## config.mk

```make
export PLATFORM = sky130hd
export DESIGN_NAME = cursor_lpen_unit
export DESIGN_NICKNAME = d
export VERILOG_FILES = /design/src/rtl/cursor_lpen_unit.sv
export SDC_FILE = /design/constraint.sdc
export NUM_CORES = 1
export LEC_CHECK = 0
export BUFFER_PORTS_ARGS = -buffer_cell sky130_fd_sc_hd__buf_2
export CAP_MARGIN = 20
export CORE_UTILIZATION = 38
export CTS_CLUSTER_DIAMETER = 80
export DETAILED_ROUTE_END_ITERATION = 10
export PLACE_DENSITY = 0.75
export SLEW_MARGIN = 20
export SYNTH_ARGS = -nofsm -noshare
export SYNTH_HDL_FRONTEND = slang
export SYNTH_SLANG_ARGS = --single-unit
export TNS_END_PERCENT = 5
```

## constraint.sdc

```tcl
create_clock -name clk -period 1.5 [get_ports clk]
set_clock_uncertainty 0.2 [all_clocks]
set_input_delay 0.075 -clock clk [delete_from_list [all_inputs] [get_ports clk]]
set_output_delay 0.075 -clock clk [all_outputs]
set_load 0.03 [all_outputs]
```

## src/rtl/cursor_lpen_unit.sv

```systemverilog
module cursor_lpen_unit #(
  parameter int AW = 14,
  parameter int RW = 5
) (
  input  logic          clk,
  input  logic          rst_n,
  input  logic [AW-1:0] ma,
  input  logic [RW-1:0] ra,
  input  logic          disp_en,
  input  logic [AW-1:0] cur_addr,
  input  logic [RW-1:0] cur_start,
  input  logic [RW-1:0] cur_end,
  input  logic          lpen,
  input  logic          lp_rd,
  output logic          cursor,
  output logic [AW-1:0] lp_addr,
  output logic          lp_flag
);

  logic [2:0] pen_q;
  logic       addr_hit, row_hit, pen_rise;

  assign addr_hit = (ma == cur_addr);
  assign row_hit  = (ra >= cur_start) && (ra <= cur_end);
  assign pen_rise = pen_q[1] & ~pen_q[2];

  always_ff @(posedge clk or negedge rst_n) begin
    if (!rst_n) cursor <= 1'b0;
    else        cursor <= disp_en & addr_hit & row_hit;
  end

  always_ff @(posedge clk or negedge rst_n) begin
    if (!rst_n) pen_q <= '0;
    else        pen_q <= {pen_q[1:0], lpen};
  end

  always_ff @(posedge clk or negedge rst_n) begin
    if (!rst_n) begin
      lp_addr <= '0;
      lp_flag <= 1'b0;
    end else if (pen_rise) begin
      lp_addr <= ma;
      lp_flag <= 1'b1;
    end else if (lp_rd) begin
      lp_flag <= 1'b0;
    end
  end

endmodule

```

==> key figures, run 1 <==
Global route
  • Largest net degree at the start of global routing: 20
  • Total gr overflow: 0
  • GRT Total Usage: 17.0%
  • First-pass GRT wire length: 3610 um
  • Vias in the first global route: 886
  • Initial antenna violation count: 0

Final layout
  • Nets: 235
  • Fin cells: 206
  • Diodes inserted: 0
  • Area Overhead vs Synth: 53.3%
  • Most common cell after layout, fill and taps aside: buf_2
  • Most frequent cells in the layout: 63 x buf_2, 19 x dfrtp_1, 18 x dlygate4sd3_1, 14 x xnor2_1, 11 x mux2_2
  • Fraction of layout cells with a size suffix above 1: 46.0%
  • Design Area, Final: 1630 sq um

Clock network
  • Clock-pin slew on the worst setup and hold paths: 0.10 ns
  • Clock buffers created by TritonCTS: 3
  • CTS tree: yes
  • Postcts setup bufs: 0
  • CTS sink cnt: 19
  • CTS Buffer Depth: 2
  • Clock latency on the worst-skew pair: 0.28 ns
  • H-tree Lvls: 1
  • Root buffer cell: clkbuf_4

Synthesis
  • Mux share of post-synthesis cell area: 14.9%
  • Yosys reg bits: 19
  • Syn nets: 149
  • Largest family of logic cells by synthesized area: multiplexers
  • Yosys warns: 0
  • Register area share after synthesis: 44.8%
  • Adder-Cell Fraction of Synth Area: 11.8%
  • Synth Area in Compound Gates: 4.72%
  • Xor/xnor share of the synthesized area: 11.6%
  • Synth unique cells: 20
  • Synth Area in Simple Gates: 7.90%
  • Synth Instances: 91
  • Synthesized area per cell: 11.7 sq um
  • Synth Cell Area: 1060 sq um

STA
  • Final Max Tran Viols: 0
  • Hold WS: -0.00619 ns
  • Final setup viols: 0
  • Peak Freq: 706 MHz
  • Fin. Hold Viols: 1
  • Min cycle time layout: 1.42 ns
  • Final period utilization: 94.4%
  • Rel. slew slack: 72.8%
  • Worst slew pin tran: 0.408 ns
  • RSZ-0062 raised after global routing: false
  • Worst Slack Setup Final: 0.0835 ns

Critical path
  • CP startpoint kind: input pin
  • CP Data Arrival Time: 1.41 ns
  • Critical path endpoint category: register
  • Worst Path Max Fanout: 1
  • Critical path class: input pin to register
  • Worst Path Required: 1.49 ns

Routing
  • Via count: 989
  • DRT Pass-1 Iters: 4
  • Routed Antenna Nets: 0
  • Post-route DRC violation count: 0
  • DR WL/cell: 11.8 um
  • Drt initial violations: 10
  • WL final: 2420 um
  • DR vias/cell: 4.80

Power and ir drop
  • Power Total: 1.32 mW
  • Leak: 0.824 nW
  • Peak VDD IR: 0.604 mV
  • Pwr Density: 809 nW/um^2

Placement
  • HPWL after DPL: 1890 um
  • Setup slack at placement: -0.00244 ns
  • Port Buffer Count: 63
  • Cell count after placement: 184
  • Area post-placement: 1420 sq um
  • Placer congestion estimate: 0.684

Floorplanning
  • Std cell rows: 18
  • Core area: 2570 sq um
  • Die ar.: 3010 sq um
  • Initial Util: 41.3%
  • Die height: 54.8 um
  • Die Width: 54.8 um
  • I/O pin cnt: 64

Worst hold path
  • Hold Crit Class: input pin to register

Run status
  • Failing checks: negative hold slack
  • Status: finished, violations left

Run
  • Maximum capacitance violations: 0
per-layer routing:
metal  up-vias  track usage, %  routed length, um  share of wire (%)
li1        481               -                  -                  -
met4         0            5.13                 10               0.41
met2        46            30.1               1180                 49
met3         2            1.94                177                7.3
met5         -               0                  0                  0
met1       460            21.4               1060                 44
cell usage after synthesis:
library cell | number | area [sq um]
mux2_1 | 3 | 33.8
nand2b_1 | 1 | 6.26
nand4_1 | 3 | 18.8
o21ai_0 | 4 | 20.0
nor2_1 | 2 | 7.51
nor2b_1 | 2 | 12.5
ha_1 | 10 | 125
clkbuf_1 | 1 | 3.75
buf_2 | 1 | 5.00
nor3_1 | 1 | 5.00
nand2_1 | 1 | 3.75
and4_1 | 1 | 8.76
mux2_2 | 11 | 124
xnor2_1 | 14 | 123
dfrtp_1 | 19 | 475
inv_1 | 10 | 37.5
a21oi_1 | 3 | 15.0
a221oi_2 | 1 | 15.0
nand3_1 | 2 | 10.0
or4_4 | 1 | 11.3
cell type report:
class                           instances  area, sq um
Sequential cell                        19          475
Inverter                               10         37.5
Clock buffer                            4         26.3
Timing Repair Buffer                   83          510
Multi-Input combinational cell         60          539
Tap cell                               30         37.5
Fill cell                             218          941
critical path, cell delays in order:
cell and delay, ns:
dlygate4sd3_1 0.53, buf_2 0.10, nand4_1 0.09, or4_4 0.43, a221oi_2 0.19
state kept, by name, summed over array words and instances, names as in the netlist:
register,cells
lp_addr,14
pen_q,3
cursor,1
lp_flag,1
path summary, 6_finish.rpt:
kind | start | endpoint | slack, ns | cells past startpoint
worst max-delay path | disp_en | cursor | 0.08 | 5
worst min-delay path | cur_addr[11] | cursor | -0.006 | 5
worst max register to register | pen_q[1] | lp_addr[12] | 0.17 | 3
worst min register to register | pen_q[0] | pen_q[1] | 0.16 | 0
max in group asynchronous | rst_n | lp_addr[6] | 0.78 | 2
min in group asynchronous | rst_n | lp_addr[3] | 0.03 | 2
through the flow:
step,TNS (ns),utilization [%]
6_report,0,63.4
5_1_grt,0,63.4
4_1_cts,0,63.0
3_5_place_dp,-0.00244,55.3
3_3_place_gp,0,55.3
2_1_floorplan,0,-
power by group:
group	total [mW]	switching [mW]	internal, mW
combinational	0.467	0.255	0.212
sequential	0.605	0.0310	0.574
clock	0.245	0.142	0.103
kinds of logic after synthesis:
group	after synthesis
AO/OA/AOI/OAI	8
adder cells (fa/ha/maj)	10
multiplexers	14
buffers and inverters	12
flip-flops	19
XOR/XNOR	14
AND/OR/NAND/NOR	14
what timing repair did:
item / CTS / global route
hold buffers: 17 / 1
hold endpoints to repair: 36 / 1
gates resized for setup: 0 / 0
(Power assumes the default switching activity.)
==> run 2, diff against run 1 <==
--- a/config.mk
+++ b/config.mk
@@ -10,7 +10,9 @@
 export CORE_UTILIZATION = 38
 export CTS_CLUSTER_DIAMETER = 80
 export DETAILED_ROUTE_END_ITERATION = 10
+export GPL_ROUTABILITY_DRIVEN = 0
 export PLACE_DENSITY = 0.75
+export SETUP_SLACK_MARGIN = 0.2
 export SLEW_MARGIN = 20
 export SYNTH_ARGS = -nofsm -noshare
 export SYNTH_HDL_FRONTEND = slang
==> key figures, run 2 (synthesis results as in run 1) <==
Critical path
  • Worst Path Required: 1.49 ns (about the same)
  • CP startpoint kind: register
  • Critical path class: register to register
  • Worst Path Max Fanout: 15 (+14)
  • R2R Setup Slk: 0.21 ns (+0.04 ns)
  • CP Data Arrival Time: 1.28 ns (-0.13 ns)
  • Critical path endpoint category: register

STA
  • Hold WS: -0.192 ns (-0.186 ns)
  • Final setup viols: 0 (unchanged)
  • Final period utilization: 86.0% (-8.5 points)
  • Post-route setup TNS: 0 ns (unchanged)
  • Fin. Hold Viols: 4 (+3)
  • RSZ-0062 raised after global routing: true
  • Worst slew pin tran: 0.432 ns (+0.0245 ns)
  • Peak Freq: 776 MHz (+9.9%)
  • Final Max Tran Viols: 0 (unchanged)
  • Min cycle time layout: 1.29 ns (-0.127 ns)
  • Rel. slew slack: 71.2% (-1.6 points)

Routing
  • Routed Antenna Nets: 0 (unchanged)
  • Drt initial violations: 3 (-7)
  • DRT Pass-1 Iters: 2 (-2)
  • WL final: 2480 um (+2.3%)
  • Via count: 939 (-5.1%)
  • Post-route DRC violation count: 0 (unchanged)
  • DR WL/cell: 12.4 um (+5.3%)
  • DR vias/cell: 4.70 (-2.2%)

Global route
  • First-pass GRT wire length: 3660 um (+1.5%)
  • Initial antenna violation count: 0 (unchanged)
  • GRT Total Usage: 17.9% (+0.82 points)
  • Largest net degree at the start of global routing: 20 (unchanged)
  • Total gr overflow: 0 (unchanged)
  • Vias in the first global route: 954 (+7.7%)

Power and ir drop
  • Internal power: 877 uW (-1.4%)
  • Psw: 443 uW (+3.5%)
  • Peak VDD IR: 0.626 mV (+3.6%)
  • Clock network power share: 19.7% (+1.1 points)
  • Switching share of power: 33.6% (+1.1 points)
  • Pwr Density: 835 nW/um^2 (+3.1%)
  • Leak: 0.807 nW (-2.1%)
  • Power share of the combinational group: 34.7% (-0.8 points)
  • Sequential fraction of design power: 45.6% (-0.3 points)
  • Power Total: 1.32 mW (+0.20%)

Floorplanning
  • Core area: 2570 sq um (unchanged)
  • Die Width: 54.8 um (unchanged)
  • Initial Util: 41.3% (unchanged)
  • Die ar.: 3010 sq um (unchanged)
  • Std cell rows: 18 (unchanged)
  • Die height: 54.8 um (unchanged)
  • I/O pin cnt: 64 (unchanged)

Clock network
  • Clock latency on the worst-skew pair: 0.29 ns (about the same)
  • Root buffer cell: clkbuf_4
  • Post-CTS sizing: 0 (unchanged)
  • CTS tree: yes
  • Postcts setup bufs: 0 (unchanged)
  • CTS Buffer Depth: 2 (unchanged)
  • H-tree Lvls: 1 (unchanged)
  • CTS sink cnt: 19 (unchanged)
  • Clock buffers created by TritonCTS: 3 (unchanged)
  • Clock-pin slew on the worst setup and hold paths: 0.11 ns (about the same)

Final layout
  • Design Area, Final: 1580 sq um (-2.8%)
  • Nets: 229 (-2.6%)
  • Layout filler cell count: 218 (unchanged)
  • Top reg by flops: lp_addr
  • Largest registers: lp_addr x14, pen_q x3
  • Most common cell after layout, fill and taps aside: buf_2
  • Diodes inserted: 0 (unchanged)
  • Fraction of layout cells with a size suffix above 1: 47.6% (+1.6 points)
  • Area Overhead vs Synth: 48.9%
  • Max reg flops: 14 (unchanged)
  • Final Util: 61.5% (-1.8 points)
  • Most frequent cells in the layout: 63 x buf_2, 19 x dfrtp_1, 14 x xnor2_1, 14 x dlygate4sd3_1, 11 x mux2_2

Run
  • Maximum capacitance violations: 0 (unchanged)

Placement
  • Area post-placement: 1410 sq um (-0.53%)
  • HPWL after DPL: 1930 um (+2.1%)
  • Port Buffer Count: 63 (unchanged)

Run status
  • Status: finished, violations left
  • Failing checks: negative hold slack

Worst hold path
  • Hold Crit Class: input pin to register
run 2: changes by cell type in the layout (fill, tap and decap cells not counted), sizes merged:
cell         before  now
dlygate4sd3      18   14
buf              65   63
clkbuf            4    3
clkinv            0    1
run 2: what timing repair did:
| item | CTS | global route |
|---|---|---|
| endpoints found under the setup margin | 11 | 14 |
| endpoints found under the hold margin | 36 | 9 |
| hold buffers | 9 | 5 |
run 2: metrics by stage:
step,setup WS (ns),instances
finish,0.211,200
global route,0.155,200
CTS,0.179,195
detailed placement,-0.00140,182
global placement,0.0487,182
floorplan,0.144,91
run 2: path summary, 6_finish.rpt:
| check | cells past startpoint | start | end |
|---|---|---|---|
| max | 2 | pen_q[1] | lp_addr[7] |
| min in group asynchronous | 2 | rst_n | cursor |
| min reg2reg | 0 | pen_q[0] | pen_q[1] |
| min | 2 | ma[1] | lp_addr[1] |
| max in group asynchronous | 2 | rst_n | lp_addr[9] |
| max reg2reg | 2 | pen_q[1] | lp_addr[7] |
run 2: area by class of cell:
cell class / count / area (sq um) / share of cell area [%]
Multi-Input combinational cell: 60 / 547 / 34.6
Sequential cell: 19 / 475 / 30.1
Timing Repair Buffer: 77 / 455 / 28.8
Inverter: 10 / 37.5 / 2.38
Tap cell: 30 / 37.5 / 2.38
Clock buffer: 3 / 22.5 / 1.43
Clock inverter: 1 / 5.00 / 0.317
run 2: critical path: stages, from the launching register on:
cell      delay [ns]
dfrtp_1         0.42
nand2b_4        0.20
mux2_2          0.37
run 2: metal layers:
metal,GRT usage [%],vias to the layer above,part of all wire [%]
li1,-,469,-
met2,35.1,42,52
met5,0,-,0
met1,17.5,426,39
met3,4.44,2,8.4
met4,6.41,0,0.61
run 2: power by group through the flow:
stage	sequential (mW)	clock, mW	combinational [mW]
6_report	0.602	0.261	0.457
5_1_grt	0.609	0.287	0.498
4_1_cts	0.603	0.270	0.452
3_5_place_dp	0.613	0	0.433
3_3_place_gp	0.609	0	0.419
2_1_floorplan	0.730	0	0.147
==> run 3, diff against run 2 <==
--- a/config.mk
+++ b/config.mk
@@ -7,11 +7,13 @@
 export LEC_CHECK = 0
 export BUFFER_PORTS_ARGS = -buffer_cell sky130_fd_sc_hd__buf_2
 export CAP_MARGIN = 20
-export CORE_UTILIZATION = 38
+export CORE_ASPECT_RATIO = 0.75
+export CORE_UTILIZATION = 40
+export CTS_BUF_LIST = sky130_fd_sc_hd__clkbuf_8
 export CTS_CLUSTER_DIAMETER = 80
 export DETAILED_ROUTE_END_ITERATION = 10
 export GPL_ROUTABILITY_DRIVEN = 0
-export PLACE_DENSITY = 0.75
+export PLACE_DENSITY = 0.78
 export SETUP_SLACK_MARGIN = 0.2
 export SLEW_MARGIN = 20
 export SYNTH_ARGS = -nofsm -noshare
==> key figures, run 3 (synthesis results as in run 1) <==
Critical path
  • Worst path slowest cell: dfrtp_1
  • Max incr delay on CP: 0.41 ns (about the same)
  • Worst Path Required: 1.44 ns (-0.05 ns)
  • Critical path endpoint category: register
  • CP Data Arrival Time: 1.24 ns (-0.04 ns)
  • Reg2reg start: pen_q[1]
  • Worst Path Max Fanout: 15 (unchanged)
  • Critical path class: register to register
  • CP startpoint kind: register
  • Crit path launch: pen_q[1]
  • Crit path cell chain: nand2b_4 > mux2_2

Clock network
  • CTS Buffer Depth: 2 (unchanged)
  • CTS tree: yes
  • Clock latency on the worst-skew pair: 0.25 ns (-0.04 ns)
  • CTS sink cnt: 19 (unchanged)
  • Postcts setup bufs: 0 (unchanged)
  • Root buffer cell: clkbuf_8
  • Clock-pin slew on the worst setup and hold paths: 0.07 ns (-0.04 ns)
  • H-tree Lvls: 1 (unchanged)
  • Clock buffers created by TritonCTS: 3 (unchanged)
  • Hold-fix buffer count after cts: 17 (+8)

Power and ir drop
  • Peak VDD IR: 0.636 mV (+1.7%)
  • Power share of the combinational group: 32.4% (-2.3 points)
  • Psw: 455 uW (+2.8%)
  • Internal power: 970 uW (+11%)
  • Leak: 0.824 nW (+2.0%)
  • Switching share of power: 31.9% (-1.6 points)
  • Clock network power share: 25.0% (+5.3 points)
  • Sequential fraction of design power: 42.5% (-3.1 points)
  • Pwr Density: 871 nW/um^2 (+4.3%)

Placement
  • Setup slack at placement: 0.0231 ns (+0.0245 ns)
  • HPWL after DPL: 1930 um (-0.12%)
  • Cell count after placement: 186 (+2.2%)
  • Area post-placement: 1420 sq um (+0.35%)
  • Port Buffer Count: 63 (unchanged)

Global route
  • Met2 Use GR: 39.6% (+4.4 points)
  • GR Util met1: 20.0% (+2.5 points)
  • Vias in the first global route: 1011 (+6.0%)
  • Global routing's busiest layer: met2
  • Largest net degree at the start of global routing: 20 (unchanged)
  • Initial antenna violation count: 0 (unchanged)
  • GRT Total Usage: 20.3% (+2.4 points)
  • First-pass GRT wire length: 4030 um (+10%)
  • Met3 Use GR: 6.18% (+1.7 points)
  • Total gr overflow: 0 (unchanged)

Routing
  • Via count: 966 (+2.9%)
  • DRT Pass-1 Iters: 4 (+2)
  • DR WL/cell: 12.3 um (-0.88%)
  • WL final: 2540 um (+2.6%)
  • DR vias/cell: 4.67 (-0.60%)
  • Routed Antenna Nets: 0 (unchanged)
  • Drt initial violations: 26 (+23)
  • Post-route DRC violation count: 0 (unchanged)

Run
  • Maximum capacitance violations: 0 (unchanged)

Final layout
  • Area Overhead vs Synth: 54.2%
  • Fraction of layout cells with a size suffix above 1: 46.8% (-0.83 points)
  • Top reg by flops: lp_addr
  • Design Area, Final: 1640 sq um (+3.6%)
  • Max reg flops: 14 (unchanged)
  • Fin cells: 207 (+3.5%)
  • Largest registers: lp_addr x14, pen_q x3
  • Most common cell after layout, fill and taps aside: buf_2
  • Nets: 232 (+1.3%)
  • Most frequent cells in the layout: 63 x buf_2, 19 x dfrtp_1, 17 x dlygate4sd3_1, 14 x xnor2_1, 11 x mux2_2
  • Diodes inserted: 0 (unchanged)

Run status
  • Status: finished, violations left
  • Failing checks: negative hold slack

STA
  • Fin. Hold Viols: 1 (-3)
  • Hold WS: -0.0246 ns (+0.167 ns)
  • Final period utilization: 86.9% (+0.92 points)
  • Worst Slack Setup Final: 0.197 ns (-0.0137 ns)
  • Peak Freq: 767 MHz (-1.1%)
  • Worst slew pin tran: 0.414 ns (-0.0184 ns)
  • Final setup viols: 0 (unchanged)
  • Rel. slew slack: 72.4% (+1.2 points)
  • RSZ-0062 raised after global routing: true
  • Post-route setup TNS: 0 ns (unchanged)
  • Min cycle time layout: 1.30 ns (+0.0137 ns)
  • Final Max Tran Viols: 0 (unchanged)

Floorplanning
  • Die Width: 61.5 um (+12%)
  • I/O pin cnt: 64 (unchanged)
  • Die ar.: 2860 sq um (-4.7%)
  • Core area: 2400 sq um (-6.4%)
  • Std cell rows: 15 (-3)
  • Initial Util: 44.2% (+2.8 points)
  • Die height: 46.6 um (-15%)

Worst hold path
  • Hold path startpoint: disp_en
  • Hold Crit Class: input pin to register
[run 3: stage by stage]
| step | hold WS [ns] | utilization [%] | power [mW] |
|---|---|---|---|
| floorplan | -0.421 | - | 0.877 |
| global placement | -0.171 | 59.0 | 1.03 |
| detailed placement | -0.166 | 59.0 | 1.04 |
| CTS | -0.0188 | 68.1 | 1.44 |
| global route | -0.0302 | 68.1 | 1.51 |
| finish | -0.0246 | 68.1 | 1.43 |
[run 3: critical path, delay by kind of cell, from the launching register on]
kind | cells | cell delay [ns]
AND/OR/NAND/NOR | 1 | 0.21
multiplexers | 1 | 0.37
flip-flops | 1 | 0.41
[run 3: worst paths after layout]
check	end	slack, ns	depth (start not counted)
hold reg to reg	pen_q[1]	0.16	0
setup reg to reg	lp_addr[4]	0.20	2
min in group asynchronous	lp_flag	0.09	2
setup / recovery	lp_addr[4]	0.20	2
hold / removal	cursor	-0.02	4
max in group asynchronous	pen_q[2]	0.72	2
[run 3: power by group through the flow]
stage                     Combinational, mW  Sequential [mW]  Clock [mW]
after floorplan                       0.147            0.730           0
after global placement                0.418            0.610           0
after detailed placement              0.429            0.615           0
after CTS                             0.463            0.606       0.367
after global routing                  0.501            0.612       0.396
final                                 0.462            0.606       0.357
[run 3: metal layers]
| layer | vias to the layer above | part of all wire (%) |
|---|---|---|
| li1 | 472 | - |
| met1 | 454 | 38 |
| met2 | 34 | 55 |
| met3 | 6 | 5.5 |
| met4 | 0 | 1.8 |
| met5 | - | 0 |
[run 3: cell type report]
class,instances,area [sq um]
Timing Repair Buffer,80,485
Multi-Input combinational cell,60,547
Inverter,10,37.5
Tap cell,34,42.5
Fill cell,202,766
Clock buffer,3,41.3
Sequential cell,19,475
Clock inverter,1,7.51
[run 3: what timing repair did]
item                                   CTS  global route
setup endpoints to repair                4            14
endpoints found under the hold margin   36             1
gates resized for setup                  0             0
